===== src/rtl/gpio_lock_pkg.sv =====
package gpio_lock_pkg;

    localparam int OFS_W  = 8;
    localparam int WORD_W = 32;
    localparam int KEY_W  = 16;

    localparam logic [KEY_W-1:0] LOCK_KEY     = 16'hD42F;
    localparam logic [KEY_W-1:0] LOCK_RELEASE = 16'h0000;

    // Byte offsets; 0x00 holds the lock, the rest follow the decode map
    localparam logic [OFS_W-1:0] OFS_LOCK   = 8'h00;
    localparam logic [OFS_W-1:0] OFS_DIN    = 8'h04;
    localparam logic [OFS_W-1:0] OFS_MODE1  = 8'h08;
    localparam logic [OFS_W-1:0] OFS_MODE0  = 8'h0C;
    localparam logic [OFS_W-1:0] OFS_DSET   = 8'h14;
    localparam logic [OFS_W-1:0] OFS_DCLR   = 8'h18;
    localparam logic [OFS_W-1:0] OFS_M1CLR  = 8'h50;
    localparam logic [OFS_W-1:0] OFS_M0SET  = 8'h54;
    localparam logic [OFS_W-1:0] OFS_M0CLR  = 8'h58;

    typedef enum logic {
        LK_FREE = 1'b0,
        LK_HELD = 1'b1
    } lock_state_e;

    typedef enum logic [1:0] {
        PM_INPUT    = 2'b00,
        PM_PUSHPULL = 2'b01,
        PM_SINK     = 2'b10,
        PM_SOURCE   = 2'b11
    } pad_mode_e;

endpackage


===== src/rtl/gpio_lock_fsm.sv =====
module gpio_lock_fsm
    import gpio_lock_pkg::*;
(
    input  logic             clk,
    input  logic             rst_n,
    input  logic             lock_wr,
    input  logic [KEY_W-1:0] key,
    output logic             lock_active
);

    lock_state_e state_q, state_d;

    always_ff @(posedge clk or negedge rst_n) begin
        if (!rst_n) state_q <= LK_FREE;
        else        state_q <= state_d;
    end

    // KEY_GRAB and KEY_DROP transitions
    always_comb begin
        state_d = state_q;
        unique case (state_q)
            LK_FREE: if (lock_wr && key == LOCK_KEY)     state_d = LK_HELD;
            LK_HELD: if (lock_wr && key == LOCK_RELEASE) state_d = LK_FREE;
        endcase
    end

    always_comb begin
        lock_active = (state_q == LK_HELD);
    end

endmodule


===== src/rtl/gpio_cfg_regs.sv =====
module gpio_cfg_regs
    import gpio_lock_pkg::*;
#(
    parameter int NPADS = 6
) (
    input  logic             clk,
    input  logic             rst_n,
    input  logic             wr_en,
    input  logic [OFS_W-1:0] addr,
    input  logic [NPADS-1:0] wbits,
    input  logic             lock_active,
    output logic [NPADS-1:0] mode0_q,
    output logic [NPADS-1:0] mode1_q,
    output logic [NPADS-1:0] data_q
);

    always_ff @(posedge clk or negedge rst_n) begin
        if (!rst_n) begin
            mode0_q <= '0;
            mode1_q <= '0;
            data_q  <= '0;
        end else if (wr_en) begin
            case (addr)
                OFS_DSET:  data_q <= data_q | wbits;
                OFS_DCLR:  data_q <= data_q & ~wbits;
                OFS_MODE1: if (lock_active) mode1_q <= wbits;
                OFS_MODE0: if (lock_active) mode0_q <= wbits;
                OFS_M1CLR: if (lock_active) mode1_q <= mode1_q & ~wbits;
                OFS_M0SET: if (lock_active) mode0_q <= mode0_q | wbits;
                OFS_M0CLR: if (lock_active) mode0_q <= mode0_q & ~wbits;
                default:   ;
            endcase
        end
    end

endmodule


===== src/rtl/gpio_pad_drive.sv =====
module gpio_pad_drive
    import gpio_lock_pkg::*;
#(
    parameter int NPADS = 6
) (
    input  logic [NPADS-1:0] mode0,
    input  logic [NPADS-1:0] mode1,
    input  logic [NPADS-1:0] data,
    output logic [NPADS-1:0] oe,
    output logic [NPADS-1:0] val
);

    for (genvar i = 0; i < NPADS; i++) begin : g_pad
        pad_mode_e m;
        logic      oe_i, val_i;
        assign m = pad_mode_e'({mode1[i], mode0[i]});

        always_comb begin
            unique case (m)
                PM_INPUT:    begin oe_i = 1'b0;     val_i = 1'b0;    end
                PM_PUSHPULL: begin oe_i = 1'b1;     val_i = data[i]; end
                PM_SINK:     begin oe_i = ~data[i]; val_i = 1'b0;    end
                PM_SOURCE:   begin oe_i = data[i];  val_i = data[i]; end
            endcase
        end

        assign oe[i]  = oe_i;
        assign val[i] = val_i;
    end

endmodule


===== src/rtl/gpio_in_sync.sv =====
module gpio_in_sync #(
    parameter int W = 6
) (
    input  logic         clk,
    input  logic         rst_n,
    input  logic [W-1:0] d,
    output logic [W-1:0] q
);

    logic [W-1:0] meta_q;

    always_ff @(posedge clk or negedge rst_n) begin
        if (!rst_n) begin
            meta_q <= '0;
            q      <= '0;
        end else begin
            meta_q <= d;
            q      <= meta_q;
        end
    end

endmodule


===== src/rtl/gpio_lock_bank.sv =====
module gpio_lock_bank
    import gpio_lock_pkg::*;
#(
    parameter int NPADS = 6
) (
    input  logic              clk,
    input  logic              rst_n,
    input  logic              bus_wr_en,
    input  logic              bus_rd_en,
    input  logic [OFS_W-1:0]  bus_addr,
    input  logic [WORD_W-1:0] bus_wdata,
    output logic [WORD_W-1:0] bus_rdata,
    input  logic [NPADS-1:0]  pad_in,
    output logic [NPADS-1:0]  pad_oe,
    output logic [NPADS-1:0]  pad_out
);

    logic              lock_active;
    logic [NPADS-1:0]  mode0_q, mode1_q, data_q, din_sync;
    logic [WORD_W-1:0] rd_mux;
    logic              unused_wbits;

    assign unused_wbits = ^bus_wdata[WORD_W-1:KEY_W];

    function automatic logic [WORD_W-1:0] widen(input logic [NPADS-1:0] v);
        logic [WORD_W-1:0] w;
        w = '0;
        w[NPADS-1:0] = v;
        return w;
    endfunction

    gpio_lock_fsm u_lock (
        .clk         (clk),
        .rst_n       (rst_n),
        .lock_wr     (bus_wr_en && bus_addr == OFS_LOCK),
        .key         (bus_wdata[KEY_W-1:0]),
        .lock_active (lock_active)
    );

    gpio_cfg_regs #(.NPADS(NPADS)) u_regs (
        .clk         (clk),
        .rst_n       (rst_n),
        .wr_en       (bus_wr_en),
        .addr        (bus_addr),
        .wbits       (bus_wdata[NPADS-1:0]),
        .lock_active (lock_active),
        .mode0_q     (mode0_q),
        .mode1_q     (mode1_q),
        .data_q      (data_q)
    );

    gpio_pad_drive #(.NPADS(NPADS)) u_drive (
        .mode0 (mode0_q),
        .mode1 (mode1_q),
        .data  (data_q),
        .oe    (pad_oe),
        .val   (pad_out)
    );

    gpio_in_sync #(.W(NPADS)) u_sync (
        .clk   (clk),
        .rst_n (rst_n),
        .d     (pad_in),
        .q     (din_sync)
    );

    always_comb begin
        case (bus_addr)
            OFS_LOCK:  rd_mux = {lock_active, {(WORD_W-1){1'b0}}};
            OFS_DIN:   rd_mux = widen(din_sync);
            OFS_MODE1: rd_mux = widen(mode1_q);
            OFS_MODE0: rd_mux = widen(mode0_q);
            default:   rd_mux = '0;
        endcase
    end

    always_ff @(posedge clk or negedge rst_n) begin
        if (!rst_n)         bus_rdata <= '0;
        else if (bus_rd_en) bus_rdata <= rd_mux;
    end

endmodule


===== config.mk =====
export PLATFORM = sky130hd
export DESIGN_NAME = gpio_lock_bank
export DESIGN_NICKNAME = d
export VERILOG_FILES = /design/src/rtl/gpio_lock_pkg.sv /design/src/rtl/gpio_lock_fsm.sv /design/src/rtl/gpio_cfg_regs.sv /design/src/rtl/gpio_pad_drive.sv /design/src/rtl/gpio_in_sync.sv /design/src/rtl/gpio_lock_bank.sv
export SDC_FILE = /design/constraint.sdc
export NUM_CORES = 1
export LEC_CHECK = 0
export BUFFER_PORTS_ARGS = -buffer_cell sky130_fd_sc_hd__clkbuf_2
export CAP_MARGIN = 10
export CORE_MARGIN = 4
export CORE_UTILIZATION = 47
export CTS_CLUSTER_SIZE = 8
export DETAILED_ROUTE_END_ITERATION = 10
export PLACE_DENSITY = 0.89
export SLEW_MARGIN = 20
export SYNTH_ARGS = -nofsm -noshare
export SYNTH_HDL_FRONTEND = slang
export SYNTH_HIERARCHICAL = 1
export SYNTH_SLANG_ARGS = --single-unit

===== constraint.sdc =====
create_clock -name clk -period 3 [get_ports clk]
set_input_delay 0.6 -clock clk [delete_from_list [all_inputs] [get_ports clk]]
set_output_delay 0.6 -clock clk [all_outputs]
set_load 0.03 [all_outputs]

==> results of run 1 <==
==> area by class of cell <==
class | count | area, µm² | share of cell area
Multi-Input combinational cell | 146 | 1200 | 0.448
Sequential cell | 38 | 951 | 0.356
Timing Repair Buffer | 52 | 260 | 0.0973
Tap cell | 70 | 87.6 | 0.0328
Clock buffer | 5 | 68.8 | 0.0257
Inverter | 18 | 67.6 | 0.0253
Clock inverter | 3 | 40.0 | 0.0150
==> Yosys cell counts, drive strengths merged (2+ instances only) <==
master and count:
o22ai 6, nand4 3, and2 6, mux2 12, nand3 3, clkbuf 2
o311ai 7, nor4 3, o211ai 5, o21ai 8, inv 18, buf 41
nor2 4, dfrtp 38, and4bb 2, o41ai 3, xnor2 7, a22oi 6
nand2 22, and4b 3, nor3 2, nor4b 4, nand2b 7
==> worst min path at each step <==
stage	from	endpoint	slack, ns	cells after the start
floorplan	rst_n	bus_rdata[0]	0.30	0
global placement	u_sync/meta_q[2]	u_sync/q[2]	0.33	0
detailed placement	u_sync/meta_q[4]	u_sync/q[4]	0.33	0
CTS	u_sync/meta_q[3]	u_sync/q[3]	0.35	0
global route	u_sync/meta_q[3]	u_sync/q[3]	0.35	0
finish	u_sync/meta_q[4]	u_sync/q[4]	0.35	0
==> power by group through the flow <==
stage | clock, mW | sequential [mW] | combinational, mW
2_1_floorplan | 0 | 0.544 | 0.121
3_3_place_gp | 0 | 0.545 | 0.142
3_5_place_dp | 0 | 0.546 | 0.146
4_1_cts | 0.439 | 0.536 | 0.146
5_1_grt | 0.459 | 0.538 | 0.159
6_report | 0.427 | 0.536 | 0.147
==> layout by cell type (no fill, tap or decap), drive strengths merged, types with 4 or more instances in the layout <==
cell type  netlist  routed
xnor2            7       7
conb             1      25
and2             6       6
dfrtp           38      38
nand2           22      22
o21ai            8       8
o211ai           5       5
o22ai            6       6
nor2             4       4
nand2b           7       7
nor4b            4       4
mux2            12      12
a22oi            6       6
clkbuf           2      57
o311ai           7       7
inv             18      18
==> cell families (layout without fill, tap and decap cells) <==
family,Yosys count,in the layout,share of synthesized area
flops,38,38,0.388
other cells,1,25,0.00153
buf+inv,61,78,0.160
compound gates,37,37,0.137
mux,12,12,0.0658
xor+xnor,7,7,0.0434
simple gates,65,65,0.205
==> worst max-delay path: stages <==
cell and delay, ns:
clkbuf_2 0.12, nor4_4 0.30, nand2_1 0.13, nor4b_2 0.33, nor4b_4 0.30, nand4_1 0.13
o41ai_2 0.20, o21ai_1 0.10
==> routing by layer <==
metal,track usage,vias to the layer above,wire length (µm)
met1,0.212,789,2080
li1,-,789,-
met4,0.0591,0,79
met3,0.0381,8,329
met2,0.257,66,2440
met5,0,-,0
==> impl_results.md, run 1 <==
* Clock share of power at 0.385
* Internal power at a little over 0.8 mW
* Yosys top cell by area: dfrtp_1
* Num ports at 94
* Maximum number of pins on one net before global-route repair at 39
* Mapped Cells at 221
* Total power per unit cell area at 415 nW/µm²
* DRC violations left at 0
* Placed Cells at between 300 and 400
* NetSw at 0.289 mW
* Worst setup path startpoint: bus_addr[1]
* Final hold vios at 0
* Initial DRT Pass Iterations at 4
* Async SR Flop Fraction at 1.00
* Main area contributors after synthesis: dfrtp_1 (39%), buf_4 (12%), o311ai_2 (4.6%), mux2_4 (4.3%), xnor2_2 (4.0%)
* Design area at 2670 µm²
* Post-Route WL at 4930 µm
* Hold/Removal Path Class: flop to flop
* Max-Cap Viols at 0
* Drt initial violations at 100
* Reg clk slew, reported paths at 0.07 ns
* Worst EP required at 3.17 ns
* Crit path time final at 2.05 ns
* H-tree depth at 2
* Fin crit share at 0.682
* Worst-Skew Late Latency at 0.29 ns
* Port buffer count at 52
* Setup crit end kind: flop
* R2R depth at 4
* Fillers at 462
* First-pass GRT wire length at 7880 µm
* Sequential Power Share at 0.483
* R2r startpoint: u_lock/lock_active
* RSZ-0062 raised after global routing: no
* Final setup TNS at 0 ns
* Startpoint Class: input pin
* Synthesized flop and latch total at 38
* Share of cells above drive strength 1 at 0.439
* CTS Buf Count at 5
* Routability cong. at between 0.8 and 0.9
* Final-stage net count at 311
* Hold_ws at 0.350 ns
* Antenna Violating Nets Remaining at 0
* CTS tree: done
* DR vias/cell at 4.98
* Dpl ws at 0.597 ns
* Post-Synthesis Cell Area at 2450 µm²
* Grt ovf at 0
* Fmax at 489 MHz
* Yosys warns at 6
* Core Util, Final at 0.527
* Slew @ Worst Pin at ~0.94 ns
* Setup violators final at 0
* Detailed Place HPWL at ~3800 µm
* CP max FO at 4
* Post-CTS setup buffers at 0
* Clock Skew at 0.00262 ns
* Floorplan row count at 26
* Post-Layout Cell Count at 332
* Crit Path Class: input pin to flop
* Die Span X at approximately 80 µm
* PostCTS Resize Cnt at 0
* Initial antenna violation count at 0
* Combinational share of power at 0.132
* Top FF cell, synth: dfrtp_1
* Placed instance area at roughly 2600 µm²
* Sink Count at 38
* Die ar. at 6430 µm²
* Routed via count at 1652
* Top cell type's share of synthesized area at 0.388
* Die height at 80.2 µm
* Worst EP arrival at 2.22 ns
* Seq/Total Area, Yosys at 0.388
* Yosys cell types at 44
* Number of global-route vias before repair at 1571
* Core box area at 5070 µm²
* Power, Total at 1.11 mW
* Leakage power at between 1 and 1.5 nW
* Worst reg-to-reg setup slack at between 1 and 1.5 ns
* Critical path endpoint: u_lock/lock_active
* Clock root buffer: clkbuf_8
* Post-CTS Hold Buffers at 0
* Post-synth EDFFs at 0
* Status: completed
* CTS Buffer Depth at 2
* GRT Total Usage at 0.161
* Reg2reg end: u_regs/mode1_q[5]
* Antenna Cells at 0
* Initial core utilization at 0.483
* P&R area growth vs syn at 9.09%
* Max_slew headroom at 0.376
* Syn Area/Cell at 11.1 µm²
* Setup WS post-layout at 0.954 ns
* VDD IR max at about 0.24 mV
* Max Slew Vio Count at 0
* Sw Share at 0.261
* Wire per inst at roughly 15 µm
Note: power is estimated with default switching activity, not from simulation.
==> run 2, diff against run 1 <==
==> constraint.sdc (replaced) <==
create_clock -name clk -period 1.9 [get_ports clk]
set_input_delay 0.38 -clock clk [delete_from_list [all_inputs] [get_ports clk]]
set_output_delay 0.38 -clock clk [all_outputs]
set_load 0.03 [all_outputs]
==> run 2 against run 1 <==
Net effect:
- cell count grew 4.8%
- critical path depth did not move
- critical endpoint unchanged
- power up 51%
- combinational power increased by 75%
- first-iteration DRC count rose by 63%
- clock power up 35%
- via count rose by 9.2%
- routed wire length up 5.1%
- die area stayed put
- setup slack worse by 0.78 ns
==> impl_results.md, run 2 (synthesized netlist as in run 1, its figures left out) <==
* Status: completed (unchanged)
* RSZ-0062 raised after global routing: no (unchanged)
* NetSw at 0.461 mW (was 0.289 mW)
* Num ports at 94 (unchanged)
* Number of global-route vias before repair at 1734 (was 1571)
* Worst-Skew Late Latency at 0.29 ns (about the same)
* Antenna Violating Nets Remaining at 0 (unchanged)
* Clock root buffer: clkbuf_8 (unchanged)
* Hold/Removal Path Class: input pin to async pin (was flop to flop)
* Setup crit end kind: flop (unchanged)
* Final-stage net count at 327 (was 311)
* Grt ovf at 0 (unchanged)
* Sw Share at 0.274 (was 0.261)
* Antenna Cells at 0 (unchanged)
* Reg clk slew, reported paths at 0.07 ns (about the same)
* H-tree depth at 2 (unchanged)
* Slew @ Worst Pin at 0.724 ns (was 0.936 ns)
* Most common cell after layout, fill and taps aside: clkbuf_2 (unchanged)
* Internal power at 1.22 mW (was 0.820 mW)
* Leakage power at 1.33 nW (was 1.26 nW)
* Initial DRT Pass Iterations at 4 (unchanged)
* Sequential Power Share at 0.504 (was 0.483)
* Combinational share of power at 0.153 (was 0.132)
* Share of cells above drive strength 1 at 0.475 (was 0.439)
* Final hold vios at 0 (unchanged)
* Floorplan row count at 26 (unchanged)
* R2R depth at 4 (unchanged)
* CTS Buf Count at 5 (unchanged)
* Fin crit share at 0.906
* Sink Count at 38 (unchanged)
* Hold_ws at 0.135 ns (was 0.350 ns)
* Die ar. at 6430 µm² (unchanged)
* Sequential cell area at 951 µm² (unchanged)
* Startpoint Class: input pin (unchanged)
* R2r startpoint: u_lock/lock_active (unchanged)
* Initial core utilization at 0.483 (unchanged)
* Clock share of power at 0.343 (was 0.385)
* Post-Route WL at 5190 µm (was 4930 µm)
* Multi-input logic area at 1210 µm² (was 1200 µm²)
* First-pass GRT wire length at 8340 µm (was 7880 µm)
* GRT Total Usage at 0.171 (was 0.161)
* DRC violations left at 0 (unchanged)
* Reg2reg end: u_regs/mode1_q[2] (was u_regs/mode1_q[5])
* CTS tree: done (unchanged)
* Routed via count at 1804 (was 1652)
* Max-Cap Viols at 0 (unchanged)
* Total power per unit cell area at 602 nW/µm² (was 415 nW/µm²)
* Power, Total at 1.68 mW (was 1.11 mW)
* Worst reg-to-reg setup slack at 0.25 ns (was 1.36 ns)
* VDD IR max at 0.291 mV (was 0.241 mV)
* CP max FO at 2 (was 4)
* DR vias/cell at 5.18 (was 4.98)
* Drt initial violations at 163 (was 100)
* P&R area growth vs syn at 13.9% (was 9.09%)
* Worst EP required at 2.07 ns (was 3.17 ns)
* Max_slew headroom at 0.517 (was 0.376)
* Initial antenna violation count at 0 (unchanged)
* Setup violators final at 0 (unchanged)
* Core box area at 5070 µm² (unchanged)
* Fmax at 581 MHz
* Clock Skew at 0.00340 ns (was 0.00262 ns)
* Detailed Place HPWL at 4130 µm (was 3810 µm)
* Most frequent cells in the layout: clkbuf_2 (52), dfrtp_1 (38), conb_1 (25), inv_1 (18), buf_4 (16) (was clkbuf_2 (52), dfrtp_1 (38), conb_1 (25), inv_1 (18), nand2_1 (16))
* Worst EP arrival at 1.89 ns (was 2.22 ns)
* Crit path time final at roughly 1.7 ns
* Maximum number of pins on one net before global-route repair at 31 (was 39)
* Max Slew Vio Count at 0 (unchanged)
* Crit Path Class: input pin to flop (unchanged)
* Routability cong. at 0.824 (was 0.834)
* CTS Buffer Depth at 2 (unchanged)
* Die height at 80.2 µm (unchanged)
* Port buffer count at 52 (unchanged)
* Final setup TNS at 0 ns (unchanged)
* Fillers at 475 (was 462)
* Die Span X at 80.2 µm (unchanged)
* Post-CTS setup buffers at 0 (unchanged)
* Wire per inst at 14.9 µm (about the same)
## run 2: metrics by stage
step           worst slack [ns]  instance area (µm²)  utilization  instances
6_report                  0.179                 2790        0.550        348
5_1_grt                 0.00895                 2790        0.550        348
4_1_cts                   0.145                 2780        0.548        348
3_5_place_dp             -0.182                 2690        0.529        340
3_3_place_gp             -0.101                 2690        0.529        340
2_1_floorplan             0.156                 2540            -        245
## run 2: cell type report
| cell class | count | area share |
|---|---|---|
| sequential | 38 | 0.341 |
| timing repair buffer | 68 | 0.136 |
| multi-input combinational | 146 | 0.433 |
| inverter | 18 | 0.0242 |
| tap | 70 | 0.0314 |
| clock inverter | 2 | 0.00448 |
| clock buffer | 6 | 0.0296 |
## run 2: power groups by stage
| stage | sequential [mW] | combinational [mW] | clock (mW) |
|---|---|---|---|
| after CTS | 0.846 | 0.254 | 0.595 |
| after detailed placement | 0.862 | 0.253 | 0 |
| after global routing | 0.850 | 0.278 | 0.636 |
| after global placement | 0.861 | 0.246 | 0 |
| after floorplan | 0.858 | 0.191 | 0 |
| final | 0.846 | 0.257 | 0.577 |
## run 2: critical path: stages
cell      delay [ns]
clkbuf_2        0.11
nor4_4          0.31
nand2_2         0.12
nor4b_4         0.28
nor4b_4         0.26
nand4_1         0.13
o41ai_2         0.20
o21ai_1         0.09
## run 2: per-layer routing
layer  up-vias  routed length, µm  track usage  part of all wire
met1       881               2020        0.214              0.39
met2        87               2730        0.296              0.53
met4         0                 31       0.0439            0.0060
li1        830                  -            -                 -
met5         -                  0            0                 0
met3         6                411       0.0381             0.079
## run 2: how the worst max path moves through the flow
stage / depth (start not counted) / endpoint / from
after floorplan: 7 / u_lock/lock_active / bus_addr[1]
after global placement: 8 / u_lock/lock_active / bus_addr[1]
after detailed placement: 8 / u_lock/lock_active / bus_addr[1]
after CTS: 8 / u_lock/lock_active / bus_addr[1]
after global routing: 8 / u_lock/lock_active / bus_addr[1]
final: 8 / u_lock/lock_active / bus_addr[1]
## run 2: what timing repair did
item,4_1_cts,5_1_grt
hold buffers,0,0
setup endpoints to repair,0,1
gates resized for setup,0,2
